## config.mk

```make
export PLATFORM = sky130hd
export DESIGN_NAME = tuner_irq_ctrl
export DESIGN_NICKNAME = d
export VERILOG_FILES = /design/src/rtl/tuner_irq_pkg.sv /design/src/rtl/stat_change_det.sv /design/src/rtl/sticky_flag.sv /design/src/rtl/irq_pin_drv.sv /design/src/rtl/tuner_irq_ctrl.sv
export SDC_FILE = /design/constraint.sdc
export NUM_CORES = 1
export LEC_CHECK = 0
export BUFFER_PORTS_ARGS = -buffer_cell sky130_fd_sc_hd__buf_2
export CAP_MARGIN = 20
export CORE_AREA = 3 3 40 42
export CTS_BUF_LIST = sky130_fd_sc_hd__clkbuf_2 sky130_fd_sc_hd__clkbuf_4 sky130_fd_sc_hd__clkbuf_8
export DETAILED_ROUTE_END_ITERATION = 8
export DIE_AREA = 0 0 43 45
export GPL_ROUTABILITY_DRIVEN = 0
export PLACE_DENSITY = 0.57
export SLEW_MARGIN = 20
export SYNTH_ARGS = -nofsm -noshare
export SYNTH_HDL_FRONTEND = slang
export SYNTH_SLANG_ARGS = --single-unit
export TNS_END_PERCENT = 20
```

## constraint.sdc

```tcl
create_clock -name clk -period 1.8 [get_ports clk]
set_clock_uncertainty 0.05 [all_clocks]
set_input_delay 0.45 -clock clk [delete_from_list [all_inputs] [get_ports clk]]
set_output_delay 0.45 -clock clk [all_outputs]
set_load 0.01 [all_outputs]
```

## src/rtl/tuner_irq_pkg.sv

```systemverilog
package tuner_irq_pkg;
  localparam int unsigned SIG_W = 3;
  localparam int unsigned N_SRC = 2;

  typedef enum int unsigned {
    SRC_RADIO = 0,
    SRC_CMD   = 1
  } irq_src_e;
endpackage

```

## src/rtl/stat_change_det.sv

```systemverilog
module stat_change_det #(
  parameter int unsigned W = 4
) (
  input  logic         clk,
  input  logic         rst,
  input  logic [W-1:0] stat_i,
  output logic         change_o,
  output logic         primed_o
);
  logic [W-1:0] samp_q;
  logic         primed_q;

  always_ff @(posedge clk) begin
    if (rst) begin
      samp_q   <= '0;
      primed_q <= 1'b0;
    end else begin
      samp_q   <= stat_i;
      primed_q <= 1'b1;
    end
  end

  assign change_o = primed_q && (stat_i != samp_q);
  assign primed_o = primed_q;

  // an input held steady for two edges raises no change
  p_steady_no_change_r2: assert property (@(posedge clk) disable iff (rst)
    (primed_q && $stable(stat_i)) |-> !change_o);
endmodule

```

## src/rtl/sticky_flag.sv

```systemverilog
module sticky_flag #(
  parameter bit RST_VAL = 1'b0
) (
  input  logic clk,
  input  logic rst,
  input  logic set_i,
  input  logic clr_i,
  input  logic force_i,
  output logic nxt_o,
  output logic flag_o
);
  logic flag_q;

  always_comb begin
    if (force_i || set_i) nxt_o = 1'b1;
    else if (clr_i)       nxt_o = 1'b0;
    else                  nxt_o = flag_q;
  end

  always_ff @(posedge clk) begin
    if (rst) flag_q <= RST_VAL;
    else     flag_q <= nxt_o;
  end

  assign flag_o = flag_q;

  // a set wins over a clearing read on the same edge
  p_set_wins_r6: assert property (@(posedge clk) disable iff (rst)
    (set_i && clr_i) |=> flag_o);
  // a read with no set or force clears the flag
  p_read_clears_r3: assert property (@(posedge clk) disable iff (rst)
    (clr_i && !set_i && !force_i) |=> !flag_o);
  // the force input holds the flag high
  p_force_high_r4: assert property (@(posedge clk) disable iff (rst)
    force_i |=> flag_o);
endmodule

```

## src/rtl/irq_pin_drv.sv

```systemverilog
module irq_pin_drv #(
  parameter int unsigned N = 2
) (
  input  logic         clk,
  input  logic         rst,
  input  logic         pwr_i,
  input  logic         pol_i,
  input  logic [N-1:0] flag_nxt_i,
  input  logic [N-1:0] en_i,
  output logic         irq_o,
  output logic         oe_o
);
  logic active;
  logic irq_q;
  logic oe_q;

  assign active = |(flag_nxt_i & en_i);

  always_ff @(posedge clk) begin
    if (rst) begin
      irq_q <= 1'b0;
      oe_q  <= 1'b0;
    end else begin
      irq_q <= active ^ pol_i;
      oe_q  <= pwr_i;
    end
  end

  assign irq_o = irq_q;
  assign oe_o  = oe_q;

  // a standby sample turns the output enable off
  p_float_in_standby_r9: assert property (@(posedge clk) disable iff (rst)
    !pwr_i |=> !oe_o);
  // no enabled source means the pin sits at its idle level
  p_idle_level_r7: assert property (@(posedge clk) disable iff (rst)
    ((flag_nxt_i & en_i) == '0) |=> (irq_o == $past(pol_i)));
endmodule

```

## src/rtl/tuner_irq_ctrl.sv

```systemverilog
module tuner_irq_ctrl
  import tuner_irq_pkg::*;
#(
  parameter int unsigned FS_W = SIG_W
) (
  input  logic            clk,
  input  logic            rst,
  input  logic            pwr_on,
  input  logic            irq_pol,
  input  logic            rad_ie,
  input  logic            cmd_ie,
  input  logic [FS_W-1:0] sig_level,
  input  logic            stereo_ind,
  input  logic            cmd_done,
  input  logic            rd_radio_stat,
  input  logic            rd_tune_stat,
  output logic            rad_flag,
  output logic            cmd_flag,
  output logic            irq_out,
  output logic            irq_oe
);
  localparam int unsigned STAT_W = FS_W + 1;
  localparam bit [N_SRC-1:0] RST_FLAGS = N_SRC'(1) << SRC_RADIO;

  logic [STAT_W-1:0] stat_vec;
  logic              stat_chg;
  logic              stat_primed;
  logic [N_SRC-1:0]  set_v, clr_v, force_v, nxt_v, flag_v, en_v;

  assign stat_vec = {stereo_ind, sig_level};

  stat_change_det #(.W(STAT_W)) u_chg (
    .clk      (clk),
    .rst      (rst),
    .stat_i   (stat_vec),
    .change_o (stat_chg),
    .primed_o (stat_primed)
  );

  always_comb begin
    set_v   = '0;
    clr_v   = '0;
    force_v = '0;
    en_v    = '0;
    set_v[SRC_RADIO]   = stat_chg;
    clr_v[SRC_RADIO]   = rd_radio_stat;
    force_v[SRC_RADIO] = !pwr_on;
    en_v[SRC_RADIO]    = rad_ie;
    set_v[SRC_CMD]     = cmd_done;
    clr_v[SRC_CMD]     = rd_tune_stat;
    en_v[SRC_CMD]      = cmd_ie;
  end

  for (genvar g = 0; g < N_SRC; g++) begin : g_flag
    sticky_flag #(.RST_VAL(RST_FLAGS[g])) u_flag (
      .clk     (clk),
      .rst     (rst),
      .set_i   (set_v[g]),
      .clr_i   (clr_v[g]),
      .force_i (force_v[g]),
      .nxt_o   (nxt_v[g]),
      .flag_o  (flag_v[g])
    );
  end

  irq_pin_drv #(.N(N_SRC)) u_pin (
    .clk        (clk),
    .rst        (rst),
    .pwr_i      (pwr_on),
    .pol_i      (irq_pol),
    .flag_nxt_i (nxt_v),
    .en_i       (en_v),
    .irq_o      (irq_out),
    .oe_o       (irq_oe)
  );

  assign rad_flag = flag_v[SRC_RADIO];
  assign cmd_flag = flag_v[SRC_CMD];

  // a status difference seen by a primed sampler sets the radio flag
  p_stat_change_r2: assert property (@(posedge clk) disable iff (rst)
    (stat_primed && (stat_vec != $past(stat_vec))) |=> rad_flag);
  // a radio status read never touches the command-end flag
  p_cmd_kept_r5: assert property (@(posedge clk) disable iff (rst)
    (rd_radio_stat && !rd_tune_stat && !cmd_done) |=> (cmd_flag == $past(cmd_flag)));
  // a command-end pulse sets its flag
  p_cmd_set_r5: assert property (@(posedge clk) disable iff (rst)
    cmd_done |=> cmd_flag);
endmodule

```

==> results.json <==
{
  "status": "completed",
  "regArea_um2": 180,
  "post_drt_wl_per_cell_um": 9.19,
  "grt_max_degree": 9,
  "place_ws_ps": 145,
  "cp.depth": 4,
  "cts_tree": "built",
  "synthFlopType": "dfxtp_1",
  "synth_seq_cells": 9,
  "drv_slew": 0,
  "cp-startpoint": "u_chg.samp_q[3]",
  "syn_nets": 45,
  "area_growth_pct": 37.4,
  "slowest_stage": "mux2_1",
  "synth_top_area_frac": 0.533,
  "path_cells": "xnor2_1 -> nand4_1 -> a221oi_2 -> mux2_1",
  "grt_pass1_vias": 260,
  "ys_seq_area_frac": 0.533,
  "drc": 0,
  "setup_viol": 0,
  "hold_buffers": 0,
  "drv_cap": 0,
  "p_per_area_nw_per_um2": 909,
  "timing.final.crit_share": 0.769,
  "worst-path-max-fanout": 2,
  "worst-path-buf-inv": 0,
  "tns_ps": 0,
  "place_area_um2": 437,
  "hold_violations": 0,
  "reg2reg_from": "u_chg.samp_q[3]",
  "std_cell_rows": 13,
  "worst_slack_ps": 416,
  "ios": 17,
  "die_height_um": 45,
  "crit_end": "u_pin.irq_o",
  "drt_iter0_drc": 1,
  "crit_required_ps": 1900,
  "start_util": 0.263,
  "vias": 264,
  "tightest_slew_ps": 221,
  "synthTopCellsByCount": "dfxtp_1 (9), nor2b_1 (7), xnor2_1 (4)",
  "synth_cell_types": 13,
  "synth.area.top_cells": "dfxtp_1 (53%), nor2b_1 (13%), xnor2_1 (10%), a221oi_2 (4.4%), o21a_1 (4.4%)",
  "firstDrtPassIters": 2,
  "overflow": 0,
  "cp.arrival_ps": 1480,
  "p_total_uw": 422,
  "critPathTopFamily": "multiplexers",
  "rr_worst_depth": 4,
  "core-area_um2": 1280,
  "port_buffers": 16,
  "stdcell_area_um2": 464,
  "post-route-min-period_ps": 1380,
  "worstSetupEndpointType": "flip-flop",
  "netlist_area_um2": 338,
  "cts_sinks": 9,
  "syn_inst": 32,
  "cts_resized": 0,
  "yosys_warnings": 0,
  "startpoint_type": "flip-flop",
  "r2r-end": "u_pin.irq_o",
  "drive_gt1_frac": 0.404,
  "track_usage": 0.0869,
  "via_per_inst": 3.94,
  "slew_headroom": 0.852,
  "die_x_um": 43,
  "antenna_found_initial": 0,
  "clk_pin_slew_ps": 60,
  "antenna_cells": 0,
  "drt_wl_total_um": 616,
  "rsz0062_at_grt": "no",
  "grt_pass1_wl_um": 1070,
  "cts_buffer_depth": 2,
  "synth_top_cell_by_area": "dfxtp_1",
  "die_area_um2": 1940,
  "avgSynthCellArea_um2": 10.6,
  "post-cts-setup-buffers": 0,
  "antenna_left": 0,
  "multi_input_area_um2": 150,
  "max_stage_delay_ps": 350,
  "post-route-util": 0.361,
  "ir_worst_vdd_uv": 324,
  "r2r_setup_slack_ps": 420,
  "hpwl_um": 499,
  "worstHoldPathType": "in -> reg",
  "numCtsBuffers": 3,
  "timing.fmax_mhz": 722,
  "critPathKind": "reg -> reg",
  "htree_levels": 1,
  "insertion_delay_ps": 260,
  "cellLeakagePower_uw": 0.000215,
  "final_nets": 66,
  "synth_edf_count": 0,
  "ys_async_sr_fraction": 0,
  "cts_root_buf": "clkbuf_4",
  "synth.most_common_cell": "dfxtp_1",
  "fillers": 141
}
cell usage in the layout, fill, tap and decap left out, drive strengths merged, types with 2 or more instances in the layout:
| master | instances |
|---|---|
| nor2b | 7 |
| o21a | 2 |
| xnor2 | 4 |
| inv | 2 |
| clkbuf | 3 |
| dfxtp | 9 |
| buf | 16 |
where the power goes:
part	switching [uW]	leakage [uW]	internal (uW)
clock network	72.7	0.0000177	82.0
logic	22.9	0.000123	30.0
registers	3.60	0.0000750	211
state kept, by name, indices dropped and copies added, names as in the netlist:
name,flops
u_chg.samp_q,4
g_flag.u_flag.flag_o,2
u_chg.primed_o,1
u_pin.irq_o,1
u_pin.oe_o,1
per-stage QoR:
step | cells | hold slack (ps)
after floorplan | 32 | 378
after global placement | 63 | 404
after detailed placement | 63 | 400
after CTS | 67 | 354
after global routing | 67 | 345
final | 67 | 360
metal layers:
layer  part of all wire  global-route usage  wire length (um)
met1               0.41              0.0779               252
met2               0.48               0.117               295
met3              0.086              0.0717                53
met4              0.023              0.0904                14
met5                  0                   0                 0
kinds of logic after synthesis:
kind of cell              Yosys count  share of synthesized area
DFF                                 9                      0.533
buffers and inverters               2                     0.0222
muxes                               1                     0.0333
and+or+nand+nor                    11                      0.189
AOI/OAI and AO/OA                   5                      0.118
xor gates and xnor gates            4                      0.104
final cells by class:
| class | count | area share |
|---|---|---|
| clock buffers | 3 | 0.0485 |
| clock inverters | 1 | 0.0108 |
| inverters | 2 | 0.0162 |
| multi-input cells | 21 | 0.323 |
| flip-flops and latches | 9 | 0.388 |
| well taps | 15 | 0.0404 |
| repair buffers | 16 | 0.173 |
worst min path at each step:
stage	cells after the start	to	slack [ps]	from
global placement	2	g_flag[0].u_flag.flag_o	400	u_chg.primed_o
CTS	2	g_flag[1].u_flag.flag_o	350	cmd_done
detailed placement	2	g_flag[0].u_flag.flag_o	400	u_chg.primed_o
global route	2	u_pin.oe_o	340	pwr_on
floorplan	2	g_flag[0].u_flag.flag_o	380	u_chg.primed_o
finish	2	u_pin.oe_o	360	pwr_on
(Power assumes the default switching activity.)
